[config.mk]
export PLATFORM = sky130hd
export DESIGN_NAME = lane_stripe_sel
export DESIGN_NICKNAME = d
export VERILOG_FILES = /design/src/rtl/stripe_pkg.sv /design/src/rtl/stripe_load_calc.sv /design/src/rtl/stripe_cand_eval.sv /design/src/rtl/stripe_search_ctrl.sv /design/src/rtl/lane_stripe_sel.sv
export SDC_FILE = /design/constraint.sdc
export NUM_CORES = 1
export LEC_CHECK = 0
export ABC_AREA = 1
export BUFFER_PORTS_ARGS = -buffer_cell sky130_fd_sc_hd__buf_2
export CAP_MARGIN = 20
export CORE_ASPECT_RATIO = 1.4
export CORE_MARGIN = 2
export CORE_UTILIZATION = 55
export DETAILED_ROUTE_END_ITERATION = 8
export PLACE_DENSITY = 0.86
export SLEW_MARGIN = 10
export SYNTH_ARGS = -nofsm -noshare
export SYNTH_HDL_FRONTEND = slang
export SYNTH_HIERARCHICAL = 1
export SYNTH_SLANG_ARGS = --single-unit
[constraint.sdc]
create_clock -name clk -period 7.2 [get_ports clk]
set_input_delay 2.16 -clock clk [delete_from_list [all_inputs] [get_ports clk]]
set_output_delay 2.16 -clock clk [all_outputs]
set_load 0.05 [all_outputs]
[src/rtl/stripe_pkg.sv]
package stripe_pkg;

  typedef enum logic {
    ST_IDLE   = 1'b0,
    ST_SEARCH = 1'b1
  } sel_state_e;

  localparam int unsigned BASE_RATE = 48000;

  // index of the highest set bit; equals log2 for a power of two
  function automatic int unsigned hi_bit(input int unsigned v);
    int unsigned r;
    r = 0;
    for (int i = 0; i < 32; i++) begin
      if (v[i]) r = i;
    end
    return r;
  endfunction

endpackage

[src/rtl/stripe_load_calc.sv]
module stripe_load_calc #(
  parameter int CH_W   = 4,
  parameter int BITS_W = 6,
  parameter int RATE_W = 18,
  parameter int MULT_W = 3,
  parameter int LOAD_W = 13
) (
  input  logic [CH_W-1:0]   chan_i,
  input  logic [BITS_W-1:0] bits_i,
  input  logic [RATE_W-1:0] rate_i,
  output logic [LOAD_W-1:0] load_o,
  output logic [MULT_W-1:0] mult_o
);
  import stripe_pkg::*;

  localparam int unsigned MULT_MAX = ((2 ** RATE_W) - 1) / BASE_RATE;

  // floor(rate / BASE_RATE) above the base rate, else 1
  function automatic logic [MULT_W-1:0] rate_mult(input logic [RATE_W-1:0] r);
    logic [MULT_W-1:0] q;
    q = MULT_W'(1);
    for (int unsigned k = 2; k <= MULT_MAX; k++) begin
      if (32'(r) >= k * BASE_RATE) q = MULT_W'(k);
    end
    return q;
  endfunction

  assign mult_o = rate_mult(rate_i);
  assign load_o = LOAD_W'(chan_i) * LOAD_W'(bits_i) * LOAD_W'(mult_o);

endmodule

[src/rtl/stripe_cand_eval.sv]
module stripe_cand_eval #(
  parameter int LOAD_W  = 13,
  parameter int THR_W   = 16,
  parameter int LINES_W = 3
) (
  input  logic [LOAD_W-1:0]  load_i,
  input  logic [THR_W-1:0]   thr_i,
  input  logic [LINES_W-1:0] cand_i,
  output logic [LOAD_W-1:0]  per_line_o,
  output logic               hit_o
);
  import stripe_pkg::*;

  localparam int CMP_W = (LOAD_W > THR_W) ? LOAD_W : THR_W;

  function automatic logic [LOAD_W-1:0] share(input logic [LOAD_W-1:0] l,
                                               input logic [LINES_W-1:0] c);
    return l >> hi_bit(32'(c));
  endfunction

  assign per_line_o = share(load_i, cand_i);
  assign hit_o      = (cand_i != '0) && (CMP_W'(per_line_o) >= CMP_W'(thr_i));

endmodule

[src/rtl/stripe_search_ctrl.sv]
module stripe_search_ctrl #(
  parameter int LOAD_W  = 13,
  parameter int THR_W   = 16,
  parameter int LINES_W = 3,
  parameter int CODE_W  = 2
) (
  input  logic               clk,
  input  logic               rst_n,
  input  logic               start_i,
  input  logic [LOAD_W-1:0]  load_i,
  input  logic [THR_W-1:0]   thr_i,
  input  logic [LINES_W-1:0] max_lines_i,
  input  logic               hit_i,
  output logic [LOAD_W-1:0]  load_q,
  output logic [THR_W-1:0]   thr_q,
  output logic [LINES_W-1:0] cand_q,
  output logic               searching_o,
  output logic [CODE_W-1:0]  code_o,
  output logic               done_o
);
  import stripe_pkg::*;

  sel_state_e        state_q;
  logic [LINES_W-1:0] next_cand;
  logic               last_try;

  assign next_cand   = cand_q >> 1;
  assign last_try    = hit_i || (next_cand == '0);
  assign searching_o = (state_q == ST_SEARCH);

  always_ff @(posedge clk) begin
    if (!rst_n) begin
      state_q <= ST_IDLE;
      load_q  <= '0;
      thr_q   <= '0;
      cand_q  <= '0;
      code_o  <= '0;
      done_o  <= 1'b0;
    end else begin
      done_o <= 1'b0;
      case (state_q)
        ST_IDLE: begin
          if (start_i) begin
            load_q  <= load_i;
            thr_q   <= thr_i;
            cand_q  <= max_lines_i;
            state_q <= ST_SEARCH;
          end
        end
        ST_SEARCH: begin
          if (last_try) begin
            done_o  <= 1'b1;
            code_o  <= hit_i ? CODE_W'(cand_q >> 1) : '0;
            state_q <= ST_IDLE;
          end else begin
            cand_q <= next_cand;
          end
        end
        default: state_q <= ST_IDLE;
      endcase
    end
  end

endmodule

[src/rtl/lane_stripe_sel.sv]
module lane_stripe_sel #(
  parameter int CH_W    = 4,
  parameter int BITS_W  = 6,
  parameter int RATE_W  = 18,
  parameter int THR_W   = 16,
  parameter int LINES_W = 3
) (
  input  logic               clk,
  input  logic               rst_n,
  input  logic               start_i,
  input  logic [CH_W-1:0]    chan_i,
  input  logic [BITS_W-1:0]  bits_i,
  input  logic [RATE_W-1:0]  rate_i,
  input  logic [THR_W-1:0]   thresh_i,
  input  logic [LINES_W-1:0] max_lines_i,
  output logic [LINES_W-2:0] code_o,
  output logic               done_o
);
  import stripe_pkg::*;

  localparam int MULT_MAX = ((2 ** RATE_W) - 1) / BASE_RATE;
  localparam int MULT_W   = $clog2(MULT_MAX + 2);
  localparam int LOAD_W   = CH_W + BITS_W + MULT_W;
  localparam int CODE_W   = LINES_W - 1;

  // named internal events, used by the bound checker
  logic [LOAD_W-1:0]  base_load_w;
  logic [MULT_W-1:0]  mult_w;
  logic [LOAD_W-1:0]  load_q_w;
  logic [THR_W-1:0]   thr_q_w;
  logic [LINES_W-1:0] cand_w;
  logic [LOAD_W-1:0]  per_line_w;
  logic               hit_w;
  logic               searching_w;

  stripe_load_calc #(
    .CH_W(CH_W), .BITS_W(BITS_W), .RATE_W(RATE_W),
    .MULT_W(MULT_W), .LOAD_W(LOAD_W)
  ) u_calc (
    .chan_i(chan_i), .bits_i(bits_i), .rate_i(rate_i),
    .load_o(base_load_w), .mult_o(mult_w)
  );

  stripe_cand_eval #(
    .LOAD_W(LOAD_W), .THR_W(THR_W), .LINES_W(LINES_W)
  ) u_eval (
    .load_i(load_q_w), .thr_i(thr_q_w), .cand_i(cand_w),
    .per_line_o(per_line_w), .hit_o(hit_w)
  );

  stripe_search_ctrl #(
    .LOAD_W(LOAD_W), .THR_W(THR_W), .LINES_W(LINES_W), .CODE_W(CODE_W)
  ) u_ctrl (
    .clk(clk), .rst_n(rst_n), .start_i(start_i),
    .load_i(base_load_w), .thr_i(thresh_i), .max_lines_i(max_lines_i),
    .hit_i(hit_w), .load_q(load_q_w), .thr_q(thr_q_w), .cand_q(cand_w),
    .searching_o(searching_w), .code_o(code_o), .done_o(done_o)
  );

endmodule

==> flow_summary.toml <==
[setup_path]
r2r_slack_ns = 4.29
crit_top_cell = "nand2_1"
rr_endpoint = "u_ctrl/cand_q[0]"
critical-path-top-delay-family = "adder cells"
reg2reg_depth = 18
cp_slowest_cell = "fa_1"
slowest_delay_ns = 0.53
path_max_fanout = 6
critPathCaptureType = "register"
path_buf_inv = 5
rr_startpoint = "u_ctrl/cand_q[2]"
path_class = "in2reg"
crit_path_start_kind = "input pin"
path_cells = "buf_2 -> nand2_1 -> inv_1 -> fa_1 -> inv_1 -> fa_1 -> inv_1 -> ha_1 -> or2_1 -> and2_4 -> xor2_1 -> nand2_1 -> fa_1 -> inv_1 -> ha_1 -> nand2_1 -> nor2_1 -> o21ai_0 -> nand3_1 -> nand2_1 -> nand2_1 -> nor2_1 -> nor2_1"
required_ns = 7.38
cp_data_arrival_time_ns = 6.46

[detailed_routing]
drt_pass1_iterations = 6
wl_per_cell_um = 11.0
wl_um = 7830
drtIter0Drc = 163
vias_per_cell = 5.05
route.detailed.drc = 0
num_vias = 3599
antenna_left = 0

[clock_network]
post_cts_buffers = 0
cts_hold_buf = 0
cts_resized = 0
clk_pin_slew_worst_paths_ns = 0.07
cts_max_level = 2
clk_latency_ns = 0.29
clock_sinks = 36
cts_made_buffers = 5
cts_tree = "done"
clockBufferDepth = 2
cts_root_buffer = "clkbuf_8"

[timing]
final.setup.tns_ns = 0
timing.fmax_mhz = 159
clock_skew_ns = 0.00592
setup_viol = 0
finalWorstSetupSlack_ns = 0.926
period_share = 0.871
rsz0062_at_grt = "false"
finalCriticalPeriod_ns = 6.27
finalHoldViolations = 0
slew_violations = 0
relSlewSlack = 0.700
tightest_slew_ns = 0.450

[floorplanning]
core_um2 = 6660
die_y_um = 103
start_util = 0.573
die_w_um = 74.4
dieArea_um2 = 7630
placementRows = 35
ios = 53

[yosys]
yosys_warnings = 6
syn_area_um2 = 3820
avgSynthCellArea_um2 = 6.58
mappedNetlistNets = 686
postSynthCellCount = 580

[grt]
grt_pass1_vias = 3417
antenna_found_initial = 0
grt_usage = 0.218
grt_pass1_wl_um = 13300
grt_max_degree = 36
overflow = 0

[place]
dp_hpwl_um = 6460
placed_area_um2 = 4050
numPortBuffers = 45
placedCellCount = 705
gp_congestion = 0.851
pre_cts_ws_ns = 0.630

[pwr]
p_leak_uw = 0.00240
ir_worst_vdd_mv = 0.104
power_uw = 830
power_density_nw_per_um2 = 200

[cells_and_area]
nets = 726
final_cell_mix = "nand2_1, inv_1, nor2_1"
area_delta_synth_final_pct = 8.95
final_area_um2 = 4160
final_common_cell = "nand2_1"
stdcell_count = 713
fillers = 617
drive_above_1_share = 0.132
antenna_cells = 0

[worst_hold_path]
hold_depth = 2
hold_path.startpoint = "u_ctrl/code_o[1]"
hold_class = "reg2reg"
hold_path_end = "u_ctrl/code_o[1]"

[run_status]
outcome = "complete, no violations"

[job]
maxCapViolations = 0
-- registers in the layout, indices dropped and copies added (netlist names) --
register	flops
u_ctrl/code_o	2
u_ctrl/thr_q	16
u_ctrl/done_o	1
u_ctrl/load_q	13
u_ctrl/searching_o	1
u_ctrl/cand_q	3
-- cell type report --
cell class / instances / area [um2] / area share
Clock buffer: 5 / 68.8 / 0.0165
Clock inverter: 3 / 42.5 / 0.0102
Inverter: 110 / 418 / 0.100
Multi-Input combinational cell: 422 / 2570 / 0.618
Sequential cell: 36 / 721 / 0.173
Tap cell: 92 / 115 / 0.0277
Timing Repair Buffer: 45 / 225 / 0.0542
-- layer usage --
| layer | vias to the layer above | part of all wire | GRT usage |
|---|---|---|---|
| met5 | - | 0 | 0 |
| met1 | 1619 | 0.37 | 0.203 |
| met4 | 0 | 0.030 | 0.102 |
| met2 | 86 | 0.57 | 0.449 |
| li1 | 1874 | - | - |
| met3 | 20 | 0.029 | 0.0215 |
-- through the flow --
stage	hold WS [ns]	util
5_1_grt	0.493	0.625
6_report	0.463	0.625
3_3_place_gp	0.448	0.608
3_5_place_dp	0.458	0.608
2_1_floorplan	0.461	-
4_1_cts	0.468	0.625
-- tightest hold or removal path, cell delays in order, from the launching register on --
cell	delay, ns
dfxtp_1	0.31
nand2_1	0.06
a21oi_1	0.05
-- report_power, final --
group | leakage, uW | internal, uW | switching (uW) | total (uW)
Clock | 0.0000541 | 102 | 71.8 | 174
Sequential | 0.000298 | 220 | 17.7 | 238
Combinational | 0.00204 | 160 | 258 | 418
Total | 0.00240 | 482 | 348 | 830
-- how the worst max path moves through the flow --
stage                         start                end  slack [ns]  depth (start not counted)
final                     chan_i[3]  u_ctrl/load_q[11]        0.93                         23
after floorplan           bits_i[1]  u_ctrl/load_q[11]        1.15                         24
after global routing      chan_i[3]  u_ctrl/load_q[11]        0.67                         23
after CTS                 chan_i[3]  u_ctrl/load_q[11]        0.93                         23
after detailed placement  chan_i[3]  u_ctrl/load_q[11]        0.63                         23
after global placement    chan_i[3]  u_ctrl/load_q[11]        0.72                         23
No activity file was read; power rests on OpenSTA's default activity.
